`src/rtl/ovp_pkg.sv`:
```
package ovp_pkg;
  typedef struct packed {
    logic under_80;
    logic over_105;
    logic over_115;
    logic over_130;
  } cmp_flags_t;
endpackage

```
`src/rtl/ovp_run_counter.sv`:
```
// Saturating count of consecutive valid samples that carry a hit.
module ovp_run_counter #(
  parameter int LIMIT = 4,
  localparam int W = $clog2(LIMIT + 1)
) (
  input  logic         clk,
  input  logic         rst_n,
  input  logic         clr,
  input  logic         vld,
  input  logic         hit,
  output logic [W-1:0] count
);
  localparam logic [W-1:0] TOP = W'(LIMIT);
  logic [W-1:0] count_d;

  always_comb begin
    count_d = count;
    if (clr) begin
      count_d = '0;
    end else if (vld) begin
      if (!hit)             count_d = '0;
      else if (count != TOP) count_d = count + 1'b1;
    end
  end

  always_ff @(posedge clk or negedge rst_n) begin
    if (!rst_n) count <= '0;
    else        count <= count_d;
  end
endmodule

```
`src/rtl/ovp_refresh_timer.sv`:
```
// Counts tick enables while run is high; pulses once per PERIOD ticks.
module ovp_refresh_timer #(
  parameter int PERIOD = 1400,
  localparam int W = (PERIOD < 2) ? 1 : $clog2(PERIOD)
) (
  input  logic clk,
  input  logic rst_n,
  input  logic run,
  input  logic tick,
  output logic pulse
);
  localparam logic [W-1:0] LAST = W'(PERIOD - 1);
  logic [W-1:0] cnt_q, cnt_d;
  logic         pulse_d;

  always_comb begin
    cnt_d   = cnt_q;
    pulse_d = 1'b0;
    if (!run) begin
      cnt_d = '0;
    end else if (tick) begin
      if (cnt_q == LAST) begin
        cnt_d   = '0;
        pulse_d = 1'b1;
      end else begin
        cnt_d = cnt_q + 1'b1;
      end
    end
  end

  always_ff @(posedge clk or negedge rst_n) begin
    if (!rst_n) begin
      cnt_q <= '0;
      pulse <= 1'b0;
    end else begin
      cnt_q <= cnt_d;
      pulse <= pulse_d;
    end
  end
endmodule

```
`src/rtl/ovp_guard.sv`:
```
module ovp_guard #(
  parameter int SLOW_CYCLES       = 4,
  parameter int FAST_CYCLES       = 4,
  parameter int FAST_ARMED_CYCLES = 2,
  parameter int REFRESH_TICKS     = 1400
) (
  input  logic clk,
  input  logic rst_n,
  input  logic tick_en,
  input  logic restart,
  input  logic sample_vld,
  input  logic lo_80,
  input  logic hi_105,
  input  logic hi_115,
  input  logic hi_130,
  output logic sw_inhibit,
  output logic refresh_req,
  output logic fault_req,
  output logic boost
);
  import ovp_pkg::*;

  localparam int SW = $clog2(SLOW_CYCLES + 1);
  localparam int FW = $clog2(FAST_CYCLES + 1);
  localparam logic [SW-1:0] SLOW_LAST  = SW'(SLOW_CYCLES - 1);
  localparam logic [FW-1:0] FAST_LAST  = FW'(FAST_CYCLES - 1);
  localparam logic [FW-1:0] ARMED_LAST = FW'(FAST_ARMED_CYCLES - 1);

  cmp_flags_t    flags;
  logic [SW-1:0] slow_cnt;
  logic [FW-1:0] fast_cnt;
  logic [FW-1:0] fast_last;
  logic          slow_q, slow_d;
  logic          armed_q, armed_d;
  logic          fault_q, fault_d;
  logic          boost_q, boost_d;
  logic          engage, release_ok, fast_fire;

  assign flags = '{under_80: lo_80, over_105: hi_105,
                   over_115: hi_115, over_130: hi_130};

  ovp_run_counter #(.LIMIT(SLOW_CYCLES)) i_slow_run (
    .clk(clk), .rst_n(rst_n), .clr(restart),
    .vld(sample_vld), .hit(flags.over_115), .count(slow_cnt)
  );

  ovp_run_counter #(.LIMIT(FAST_CYCLES)) i_fast_run (
    .clk(clk), .rst_n(rst_n), .clr(restart),
    .vld(sample_vld), .hit(flags.over_130), .count(fast_cnt)
  );

  ovp_refresh_timer #(.PERIOD(REFRESH_TICKS)) i_refresh (
    .clk(clk), .rst_n(rst_n), .run(slow_q),
    .tick(tick_en), .pulse(refresh_req)
  );

  always_comb begin
    fast_last  = armed_q ? ARMED_LAST : FAST_LAST;
    engage     = !slow_q && sample_vld && flags.over_115 && (slow_cnt >= SLOW_LAST);
    release_ok = slow_q && sample_vld && !flags.over_105;
    fast_fire  = sample_vld && flags.over_130 && (fast_cnt >= fast_last);

    slow_d  = slow_q;
    armed_d = armed_q;
    fault_d = fault_q;
    boost_d = sample_vld ? flags.under_80 : boost_q;

    if (restart) begin
      slow_d  = 1'b0;
      armed_d = 1'b0;
      fault_d = 1'b0;
    end else begin
      if (release_ok)  slow_d = 1'b0;
      else if (engage) begin
        slow_d  = 1'b1;
        armed_d = 1'b1;
      end
      if (fast_fire) fault_d = 1'b1;
    end
  end

  always_ff @(posedge clk or negedge rst_n) begin
    if (!rst_n) begin
      slow_q  <= 1'b0;
      armed_q <= 1'b0;
      fault_q <= 1'b0;
      boost_q <= 1'b0;
    end else begin
      slow_q  <= slow_d;
      armed_q <= armed_d;
      fault_q <= fault_d;
      boost_q <= boost_d;
    end
  end

  assign sw_inhibit = slow_q | fault_q;
  assign fault_req  = fault_q;
  assign boost      = boost_q;
endmodule

```
`config.mk`:
```
export PLATFORM = sky130hd
export DESIGN_NAME = ovp_guard
export DESIGN_NICKNAME = d
export VERILOG_FILES = /design/src/rtl/ovp_pkg.sv /design/src/rtl/ovp_run_counter.sv /design/src/rtl/ovp_refresh_timer.sv /design/src/rtl/ovp_guard.sv
export SDC_FILE = /design/constraint.sdc
export NUM_CORES = 1
export LEC_CHECK = 0
export ABC_AREA = 1
export BUFFER_PORTS_ARGS = -buffer_cell sky130_fd_sc_hd__buf_2
export CAP_MARGIN = 20
export CORE_UTILIZATION = 57
export DETAILED_ROUTE_END_ITERATION = 12
export HOLD_SLACK_MARGIN = 0.15
export PLACE_DENSITY = 0.8
export SYNTH_ARGS = -nofsm -noshare
export SYNTH_HDL_FRONTEND = slang
export SYNTH_SLANG_ARGS = --single-unit
export TNS_END_PERCENT = 20
```
`constraint.sdc`:
```
create_clock -name clk -period 3.8 [get_ports clk]
set_input_delay 0.38 -clock clk [delete_from_list [all_inputs] [get_ports clk]]
set_output_delay 0.38 -clock clk [all_outputs]
set_load 0.03 [all_outputs]
```
==> results.md <==
- Status: completed
- Cells on Worst Hold Path: 3
- VDD IR max: 0.0002753 V
- Slew Limit Fails: 0
- CTS HTree Levels: 1
- Wire length on met1: 1027 um
- Fin Setup TNS: 0 ns
- Routed len/inst: 11.20 um
- Core area: 2022 sq um
- Placer Congestion: 0.8840
- Post-synthesis cell area: 1251 sq um
- Seq/Total Area, Yosys: 0.4400
- Clock tree buffer depth: 2
- Most frequent cell after synthesis: nand2_1
- Fin crit share: 0.4171
- Utilization after layout: 0.6757
- Post-Route WL: 2195 um
- Total GRT Usage: 0.2116
- Pin count of the biggest net entering global routing: 23
- Seq cells post-synth: 22
- Post-Syn Nets: 170
- Critical path fanouts, max: 8
- Detailed-route vias per instance: 5.260
- Total power: 0.3961 mW
- Share of cells above drive strength 1: 0.1598
- Mapped Cells: 154
- Leakage: 0.6686 nW
- CTS Root Cell: clkbuf_4
- DIE AREA: 2386 sq um
- Port bufs: 12
- FFs w/ async S/R, synth: 1.000
- Total grt overflow: 0
- DR WL met3: 83 um
- RSZ-0062 raised after global routing: false
- Critical path arrival: 1.21 ns
- DR pass1 iterations: 4
- CTS Buf Count: 3
- Final Skew: 0.009869 ns
- FILL cells: 156
- Area Growth Syn to Fin: 9.200%
- Initial antenna violation count: 0
- Crit path capture type: output pin
- Vias in the first global route: 912
- # IOs: 13
- Row cnt: 16
- Wire length of the first global-routing pass: 3829 um
- Clk slew on worst S/H paths: 0.11 ns
- Cell taking the most area after synthesis: dfrtp_1
- FMAX: 630.9 MHz
- TritonCTS clock tree: done
- # Max-Cap Violations: 0
- Syn avg cell area: 8.125 sq um
- Relative slew slack: 0.6787
- Initial cell density of the core: 0.6188
- Pwr per Cell Area: 289.9 nW/um^2
- Starting DRC count in detailed routing: 17
- YS warnings: 0
- Final HPWL DP: 1710 um
- Worst Tran Pin Value: 0.4819 ns
- Fin area: 1366 sq um
- Top Layer Used: met4
- Synth Flop Type: dfrtp_1
- Drc violations: 0
- Die extent in x: 48.85 um
- Worst Setup Path Type: register to output pin
- Number of synthesized flops with an enable pin: 0
- Final min period: 1.585 ns
- Final hold violation count: 0
- Latest clock arrival within the worst-skew pair: 0.30 ns
- Post-DRT Antenna Nets: 0
- R2r worst-path depth: 8
- Post-CTS Setup Bufs: 0
- Top cell type's share of synthesized area: 0.4400
- Hold crit path type: input port to register
- CP startpoint kind: register
- Worst Path Required: 3.42 ns
- Nets: 187
- Synth top cells by count: nand2_1 (29), dfrtp_1 (22), inv_1 (22)
- Vias: 1,031
- Cell variety after synth: 28
- Ant diodes: 0
- Ranking of synthesized cells by area: dfrtp_1 (44%), nand2_1 (8.7%), ha_1 (7.0%)
- Setup Viol. Count Final: 0
- Die H: 48.85 um
- Placed instance area: 1334 sq um
- Clock sink count: 22
- Met2 routed wirelength: 1050 um
cells in the final DEF, fill, tap and decap left out, types with 2 or more instances in the layout:
master,Yosys,routed
nand2_1,29,29
inv_1,22,22
dfrtp_1,22,22
nor2_1,17,17
o21ai_0,12,12
buf_2,0,12
nand3_1,10,10
ha_1,7,7
nor3_1,4,4
xor2_1,4,4
nand4_1,3,3
a21oi_1,3,3
clkbuf_4,0,3
inv_2,2,2
nand2_2,2,2
o22ai_1,2,2
nor2_2,2,2
worst paths after layout:
| kind | startpoint | end | slack (ns) |
|---|---|---|---|
| min in group asynchronous | rst_n | i_refresh.cnt_q[3] | 0.55 |
| min reg2reg | boost | boost | 0.51 |
| min | lo_80 | boost | 0.29 |
| max in group asynchronous | rst_n | i_refresh.pulse | 2.91 |
| max | slow_q | sw_inhibit | 2.21 |
| max reg2reg | i_refresh.cnt_q[0] | i_refresh.cnt_q[10] | 2.36 |
cell families after synthesis:
| family | after synthesis | synth area share |
|---|---|---|
| AND/OR/NAND/NOR | 72 | 0.2700 |
| buffers and inverters | 27 | 0.09100 |
| adder cells (fa/ha/maj) | 7 | 0.07000 |
| AO/OA/AOI/OAI | 22 | 0.1010 |
| XOR/XNOR | 4 | 0.02800 |
| flip-flops | 22 | 0.4400 |
sequential cells by signal (all words and copies together) (netlist names):
register and cells:
i_fast_run.count 3, fault_req 1, slow_q 1, i_slow_run.count 3
i_refresh.pulse 1, i_refresh.cnt_q 11, boost 1, armed_q 1
routing by layer:
| metal | up-vias | GRT usage |
|---|---|---|
| met1 | 479 | 0.2755 |
| met4 | 0 | 0.1029 |
| met3 | 4 | 0.03738 |
| li1 | 524 | - |
| met5 | - | 0 |
| met2 | 24 | 0.3403 |
power by group:
group / internal, mW / switching, mW / total (mW)
Sequential: 0.243 / 0.00662 / 0.249
Clock: 0.0370 / 0.0655 / 0.102
Combinational: 0.0162 / 0.0282 / 0.0444
Total: 0.296 / 0.100 / 0.396
repair_timing:
| action | in CTS | in global routing |
|---|---|---|
| endpoints found under the hold margin | 22 | 0 |
| resized for setup | 0 | 0 |
| hold buffers | 1 | 0 |
final cells by class:
class                   instances  area [sq um]  share of cell area
repair buffers                 13         70.07             0.05128
inverters                      26         102.6             0.07509
multi-input cells             105         586.8              0.4295
flip-flops and latches         22         550.5              0.4029
well taps                      27         33.78             0.02473
clock buffers                   3         22.52             0.01648
worst max-delay path, stage by stage (launching register included):
cell     delay [ns]
dfrtp_1        0.60
inv_6          0.07
nand2_1        0.06
buf_2          0.18
stage by stage:
step	hold slack (ns)	instances	setup slack, ns
2_1_floorplan	0.08441	154	2.521
3_3_place_gp	0.3660	192	2.431
3_5_place_dp	0.3731	192	2.380
4_1_cts	0.2797	196	2.185
5_1_grt	0.2631	196	2.120
6_report	0.2869	196	2.215
Power figures use the tool's default switching activity.
